`config.mk`:
```
export PLATFORM = sky130hd
export DESIGN_NAME = flash_op_ctrl
export DESIGN_NICKNAME = d
export VERILOG_FILES = /design/src/rtl/flash_pkg.sv /design/src/rtl/flash_sector_map.sv /design/src/rtl/flash_busy_timer.sv /design/src/rtl/flash_fill_seq.sv /design/src/rtl/flash_op_ctrl.sv
export SDC_FILE = /design/constraint.sdc
export NUM_CORES = 1
export LEC_CHECK = 0
export CORE_MARGIN = 5
export CORE_UTILIZATION = 30
export CTS_CLUSTER_SIZE = 14
export DETAILED_ROUTE_END_ITERATION = 8
export SYNTH_ARGS = -nofsm -noshare
export SYNTH_HDL_FRONTEND = slang
export SYNTH_SLANG_ARGS = --single-unit
```
`constraint.sdc`:
```
create_clock -name clk -period 2.8 [get_ports clk]
set_input_delay 0.28 -clock clk [delete_from_list [all_inputs] [get_ports clk]]
set_output_delay 0.28 -clock clk [all_outputs]
set_load 0.05 [all_outputs]
```
`src/rtl/flash_pkg.sv`:
```
package flash_pkg;
    localparam int unsigned MAX_REGIONS = 4;

    typedef enum logic [1:0] {
        OP_PROG  = 2'd0,
        OP_SECT  = 2'd1,
        OP_CHIP  = 2'd2,
        OP_NONE  = 2'd3
    } flash_op_e;
endpackage

```
`src/rtl/flash_sector_map.sv`:
```
module flash_sector_map
    import flash_pkg::*;
#(
    parameter int unsigned ADDR_W = 12,
    parameter int unsigned REG_BLOCKS [MAX_REGIONS] = '{4, 1, 1, 0},
    parameter int unsigned REG_SECT_LOG2 [MAX_REGIONS] = '{8, 10, 11, 8}
) (
    input  logic [ADDR_W-1:0] addr,
    output logic [ADDR_W-1:0] base,
    output logic [ADDR_W:0]   len
);
    localparam int unsigned LW = ADDR_W + 1;

    // byte offset at which region k begins
    function automatic longint unsigned region_lo(int unsigned k);
        longint unsigned acc = 0;
        for (int unsigned i = 0; i < k; i++) begin
            acc += longint'(REG_BLOCKS[i]) << REG_SECT_LOG2[i];
        end
        return acc;
    endfunction

    logic [MAX_REGIONS-1:0] hit_v;
    logic [LW-1:0]          len_v [MAX_REGIONS];

    for (genvar g = 0; g < MAX_REGIONS; g++) begin : g_region
        localparam longint unsigned LO = region_lo(g);
        localparam longint unsigned HI = region_lo(g + 1);
        assign hit_v[g] = (REG_BLOCKS[g] != 0)
                       && ({1'b0, addr} >= LW'(LO))
                       && ({1'b0, addr} <  LW'(HI));
        assign len_v[g] = LW'(longint'(1) << REG_SECT_LOG2[g]);
    end

    always_comb begin
        logic found;
        logic [LW-1:0] mask;
        found = 1'b0;
        len   = len_v[0];
        for (int i = 0; i < MAX_REGIONS; i++) begin
            if (!found && hit_v[i]) begin
                found = 1'b1;
                len   = len_v[i];
            end
        end
        mask = len - LW'(1);
        base = addr & ~mask[ADDR_W-1:0];
    end
endmodule

```
`src/rtl/flash_busy_timer.sv`:
```
module flash_busy_timer #(
    parameter int unsigned PRESCALE = 4,
    parameter int unsigned TICK_W   = 11
) (
    input  logic              clk,
    input  logic              rst_n,
    input  logic              load,
    input  logic [TICK_W-1:0] ticks,
    output logic              zero
);
    localparam int unsigned PRE_W = (PRESCALE > 1) ? $clog2(PRESCALE) : 1;

    typedef struct packed {
        logic [TICK_W-1:0] cnt;
        logic [PRE_W-1:0]  pre;
    } tmr_t;

    tmr_t cur_q, nxt_d;

    always_comb begin
        nxt_d = cur_q;
        if (load) begin
            nxt_d.cnt = ticks;
            nxt_d.pre = PRE_W'(PRESCALE - 1);
        end else if (cur_q.cnt != '0) begin
            if (cur_q.pre == '0) begin
                nxt_d.cnt = cur_q.cnt - TICK_W'(1);
                nxt_d.pre = PRE_W'(PRESCALE - 1);
            end else begin
                nxt_d.pre = cur_q.pre - PRE_W'(1);
            end
        end
    end

    always_ff @(posedge clk or negedge rst_n) begin
        if (!rst_n) cur_q <= '0;
        else        cur_q <= nxt_d;
    end

    assign zero = (cur_q.cnt == '0);

    // without a reload the count never rises
    p_count_down_r4: assert property (@(posedge clk) disable iff (!rst_n)
        (!load && cur_q.cnt != '0) |=> (cur_q.cnt <= $past(cur_q.cnt)));
endmodule

```
`src/rtl/flash_fill_seq.sv`:
```
module flash_fill_seq #(
    parameter int unsigned ADDR_W = 12
) (
    input  logic              clk,
    input  logic              rst_n,
    input  logic              start,
    input  logic [ADDR_W-1:0] base,
    input  logic [ADDR_W:0]   len,
    output logic              active,
    output logic              we,
    output logic [ADDR_W-1:0] waddr
);
    typedef struct packed {
        logic              active;
        logic [ADDR_W-1:0] addr;
        logic [ADDR_W:0]   left;
    } fill_t;

    fill_t cur_q, nxt_d;

    always_comb begin
        nxt_d = cur_q;
        if (start) begin
            nxt_d.active = (len != '0);
            nxt_d.addr   = base;
            nxt_d.left   = len;
        end else if (cur_q.active) begin
            nxt_d.addr = cur_q.addr + ADDR_W'(1);
            nxt_d.left = cur_q.left - (ADDR_W+1)'(1);
            if (cur_q.left == (ADDR_W+1)'(1)) nxt_d.active = 1'b0;
        end
    end

    always_ff @(posedge clk or negedge rst_n) begin
        if (!rst_n) cur_q <= '0;
        else        cur_q <= nxt_d;
    end

    assign active = cur_q.active;
    assign we     = cur_q.active;
    assign waddr  = cur_q.addr;

    // back-to-back writes walk upward one byte at a time
    p_addr_step_r2: assert property (@(posedge clk) disable iff (!rst_n)
        (we && $past(we) && !$past(start)) |-> (waddr == $past(waddr) + ADDR_W'(1)));
endmodule

```
`src/rtl/flash_op_ctrl.sv`:
```
module flash_op_ctrl
    import flash_pkg::*;
#(
    parameter int unsigned ADDR_W     = 12,
    parameter int unsigned REG_BLOCKS [MAX_REGIONS] = '{4, 1, 1, 0},
    parameter int unsigned REG_SECT_LOG2 [MAX_REGIONS] = '{8, 10, 11, 8},
    parameter int unsigned PRESCALE   = 4,
    parameter int unsigned PROG_TICKS = 3,
    parameter int unsigned SECT_TICKS = 300,
    parameter int unsigned CHIP_TICKS = 1500,
    parameter int unsigned LAZY_READS = 42
) (
    input  logic              clk,
    input  logic              rst_n,
    input  logic              req_valid,
    input  logic [1:0]        req_kind,
    input  logic [ADDR_W-1:0] req_addr,
    input  logic              req_bit7,
    input  logic              rd_en,
    input  logic              seq_idle,
    output logic              busy,
    output logic [7:0]        status_byte,
    output logic              array_direct,
    output logic              mem_we,
    output logic [ADDR_W-1:0] mem_addr,
    output logic [7:0]        mem_wdata
);
    function automatic int unsigned max3(int unsigned a, int unsigned b, int unsigned c);
        int unsigned m = a;
        if (b > m) m = b;
        if (c > m) m = c;
        return m;
    endfunction

    localparam int unsigned TICK_W = $clog2(max3(PROG_TICKS, SECT_TICKS, CHIP_TICKS) + 1);
    localparam int unsigned LAZY_W = $clog2(LAZY_READS + 1);

    typedef struct packed {
        logic              busy;
        logic              dq7;
        logic              dq6;
        logic              direct;
        logic [LAZY_W-1:0] lazy;
    } ctl_t;

    ctl_t cur_q, nxt_d;

    logic              accept;
    logic              is_erase;
    logic              fill_active;
    logic              tmr_zero;
    logic [TICK_W-1:0] ticks_sel;
    logic [ADDR_W-1:0] sect_base;
    logic [ADDR_W:0]   sect_len;
    logic [ADDR_W-1:0] fill_base;
    logic [ADDR_W:0]   fill_len;

    flash_sector_map #(
        .ADDR_W        (ADDR_W),
        .REG_BLOCKS    (REG_BLOCKS),
        .REG_SECT_LOG2 (REG_SECT_LOG2)
    ) u_map (
        .addr (req_addr),
        .base (sect_base),
        .len  (sect_len)
    );

    assign accept   = req_valid && !cur_q.busy && (req_kind != OP_NONE);
    assign is_erase = (req_kind == OP_SECT) || (req_kind == OP_CHIP);

    always_comb begin
        if (req_kind == OP_CHIP) begin
            fill_base = '0;
            fill_len  = (ADDR_W+1)'(1) << ADDR_W;
            ticks_sel = TICK_W'(CHIP_TICKS);
        end else if (req_kind == OP_SECT) begin
            fill_base = sect_base;
            fill_len  = sect_len;
            ticks_sel = TICK_W'(SECT_TICKS);
        end else begin
            fill_base = sect_base;
            fill_len  = sect_len;
            ticks_sel = TICK_W'(PROG_TICKS);
        end
    end

    flash_fill_seq #(
        .ADDR_W (ADDR_W)
    ) u_fill (
        .clk    (clk),
        .rst_n  (rst_n),
        .start  (accept && is_erase),
        .base   (fill_base),
        .len    (fill_len),
        .active (fill_active),
        .we     (mem_we),
        .waddr  (mem_addr)
    );

    flash_busy_timer #(
        .PRESCALE (PRESCALE),
        .TICK_W   (TICK_W)
    ) u_tmr (
        .clk   (clk),
        .rst_n (rst_n),
        .load  (accept),
        .ticks (ticks_sel),
        .zero  (tmr_zero)
    );

    always_comb begin
        nxt_d = cur_q;
        if (accept) begin
            nxt_d.busy   = 1'b1;
            nxt_d.direct = 1'b0;
            nxt_d.lazy   = '0;
            nxt_d.dq7    = (req_kind == OP_PROG) ? ~req_bit7 : 1'b0;
        end else if (cur_q.busy && !fill_active && tmr_zero) begin
            nxt_d.busy = 1'b0;
        end

        if (cur_q.busy && rd_en) nxt_d.dq6 = ~cur_q.dq6;

        if (!seq_idle) begin
            nxt_d.lazy = '0;
        end else if (!accept && rd_en && !cur_q.busy && !cur_q.direct) begin
            if (cur_q.lazy == LAZY_W'(LAZY_READS)) nxt_d.direct = 1'b1;
            else                                   nxt_d.lazy   = cur_q.lazy + LAZY_W'(1);
        end
    end

    always_ff @(posedge clk or negedge rst_n) begin
        if (!rst_n) begin
            cur_q        <= '0;
            cur_q.direct <= 1'b1;
        end else begin
            cur_q <= nxt_d;
        end
    end

    assign busy         = cur_q.busy;
    assign status_byte  = {cur_q.dq7, cur_q.dq6, 6'b0};
    assign array_direct = cur_q.direct;
    assign mem_wdata    = 8'hFF;

    // fill writes happen only inside the busy window
    p_we_in_busy_r2: assert property (@(posedge clk) disable iff (!rst_n)
        mem_we |-> busy);

    // busy may not drop while the timer is still counting
    p_busy_hold_r4: assert property (@(posedge clk) disable iff (!rst_n)
        (busy && !tmr_zero) |=> busy);

    // a request arriving while busy leaves status bit 7 alone
    p_ignore_r5: assert property (@(posedge clk) disable iff (!rst_n)
        (busy && req_valid) |=> $stable(status_byte[7]));

    // a read during the operation flips status bit 6
    p_dq6_flip_r7: assert property (@(posedge clk) disable iff (!rst_n)
        (busy && rd_en) |=> (status_byte[6] != $past(status_byte[6])));

    // an accepted request leaves direct array mode
    p_direct_drop_r8: assert property (@(posedge clk) disable iff (!rst_n)
        (req_valid && !busy && req_kind != OP_NONE) |=> !array_direct);
endmodule

```
==> metrics.cfg <==
[layout]
fin_cells=444
drive_gt1_share_pct=7.30
n_fill_cell=943
final_area_um2=3220
final_util_pct=34.8
diodes=0
area_growth_syn_to_layout_pct=13.5
multiInputGateArea_um2=1370
nets=346
seq_area_um2=1230

[critical_path]
slowest_stage=or4_1
cp-end-kind=register
cp-startpoint=u_tmr.cur_q[4]
critical-path-top-delay-family=simple AND/OR/NAND/NOR gates
r2r_cells=4
r2r_setup_slack_ns=0.54
critPathLaunchType=register
path_cells=or4_1 > or3_4 > a21oi_4 > mux2_1
timing.rr.start=u_tmr.cur_q[4]
worst_ep_arrival_time_ns=2.46
critPathMaxStageDelay_ns=0.69
crit_type=reg -> reg
crit_fanout=8
worst_r2r_endpoint=u_tmr.cur_q[3]
path_buf_inv=0
cp.required_ns=3.00

[sta]
slew_viol_final=0
fin_ws_ns=0.539
skew_ns=0.0164
min_period_over_period_pct=80.8
finalSetupTns_ns=0
hold_violations=0
max_freq_mhz=442
relSlewSlack_pct=44.3
rsz0062_at_grt=false
tightest_slew_ns=0.828
report.final.setup_viol=0
period_minus_slack_ns=2.26

[clocking]
cts_tree=yes
cts_made_buffers=5
clkTransAtPathRegs_ns=0.10
clock_latency_ns=0.31
cts-root-buf=clkbuf_8
postCtsSetupRepairBufs=0
post_cts_resized=0
clockBufferDepth=2
cts.sinks=49
htree_levels=2

[global_routing]
grt_overflow_total=0
grt_max_degree=32
grt_pass1_wl_um=9720
first_global_vias=1978
grt_usage_pct=10.5
antenna_found_initial=0

[power_and_ir_drop]
ir_drop_mv=0.219
pwr_density_cell_nw_per_um2=787
leakage_nw=1.29

[routing]
drt-wirelength-per-cell_um=12.8
finalWirelength_um=5700
drc=0
drtIter0Drc=100
firstDrtPassIters=5
vias=2052
viasPerCell=4.62
ant_nets=0

[placed_design]
hpwlAfterDp_um=4170
gp_congestion=0.761
placed_area_um2=3120
placed_cells=435
place_ws_ns=0.428
io_buffers=28

[worst_hold_path]
hold_class=in -> async

[yosys]
synth_area_per_cell_um2=9.61
yosysWarnings=0
async_reset_ff_share_pct=100
syn_inst=295
synth_top_cell_by_area=dfrtp_1
synth_area_um2=2840
synth-edff-count=0
synth.most_common_cell=dfrtp_1
ys_top_cells_by_area=dfrtp_1 (42%), buf_4 (7.4%), ha_1 (5.3%)
synthDistinctLibCells=50
synth_top_area_share_pct=42.4
synthTopCellsByCount=dfrtp_1 (48), nor2_1 (37), buf_4 (28)
seq_area_frac_synth_pct=43.3
synth_ff_type=dfrtp_1
synth_seq_cells=49

[floorplanning]
core_um2=9240
die_w_um=107
fp-row-count=35
fp.dieH_um=107
io_pins=51
die_area_um2=11500
initial_core_util_pct=30.7

[status]
status=completed

[job]
drv_cap=0

[cells in the final DEF (no fill, tap or decap), types with 2 or more instances in the layout]
cell type        synthesis  final
clkbuf_8                 0      5
xor2_1                  17     17
or3_1                    3      3
a41oi_1                  2      2
o31ai_1                  2      2
o32a_1                   2      2
dfrtp_1                 48     48
nand3_1                  3      3
nand4_1                  9      9
conb_1                   2     14
or3b_2                   2      2
a22o_1                   2      2
nor4_1                   5      5
buf_4                   28      6
nor2_1                  37     37
clkinv_2                 0      2
ha_1                    12     12
inv_1                   12     12
and3_1                   2      2
o211ai_1                 3      3
or4_1                    3      3
xnor2_1                 15     15
nor3_1                   7      7
nand2_1                 19     19
a31oi_1                  4      4
o21ai_0                  6      6
nand4b_1                 3      3
nor2b_1                  2      2
a21oi_1                 14     14
nor3b_1                  2      2
o41ai_1                  2      2
clkdlybuf4s50_1          0     27
nand3b_1                 3      3
[routing by layer]
metal	track usage (%)	vias up	share of wire, %
met4	4.11	0	2.0
met3	2.23	9	3.8
met1	13.9	989	46
met5	0	-	0
met2	16.8	31	48
li1	-	1023	-
[per-stage QoR]
step                      hold WS, ns  total power, mW
after floorplan               -0.0156             1.95
after CTS                       0.438             2.57
after global placement          0.248             2.12
final                           0.440             2.53
after detailed placement        0.253             2.14
after global routing            0.474             2.72
[area by class of cell]
type | instances | area share, %
clock buffers | 6 | 2.26
well taps | 129 | 5.02
flip-flops and latches | 49 | 38.2
clock inverters | 2 | 0.311
repair buffers | 35 | 10.3
inverters | 12 | 1.40
multi-input cells | 211 | 42.6
[sequential cells by signal (all words and copies together), names as in the netlist]
name           flops
u_fill.waddr      12
u_tmr.cur_q       13
array_direct       1
busy               1
status_byte        2
u_fill.active      1
u_fill.cur_q      13
cur_q              6
[kinds of logic (layout without fill, tap and decap cells)]
logic type,Yosys count,count (layout),synth area share (%)
buf+inv,47,55,9.97
other cells,2,14,0.265
flops,49,49,43.3
fa+ha+maj,12,12,5.30
compound gates,43,43,10.5
mux,2,2,0.750
simple gates,108,108,20.0
xor+xnor,32,32,9.89
[worst max path at each step]
stage / slack [ns] / cells past startpoint / end
final: 0.54 / 4 / u_tmr.cur_q[3]
after CTS: 0.54 / 4 / u_tmr.cur_q[3]
after global placement: 0.42 / 6 / u_tmr.cur_q[12]
after detailed placement: 0.43 / 6 / u_tmr.cur_q[12]
after global routing: 0.48 / 4 / u_tmr.cur_q[3]
after floorplan: 0.70 / 5 / u_tmr.cur_q[3]
[timing repair]
action	CTS	global route
hold endpoints to repair	18	0
endpoints found under the setup margin	0	0
hold buffers	1	0
[report_power, final]
part | internal [mW] | switching [mW] | total (mW)
clock network | 0.174 | 0.238 | 0.412
logic | 0.386 | 0.607 | 0.993
registers | 0.905 | 0.221 | 1.13
(Power assumes the default switching activity.)
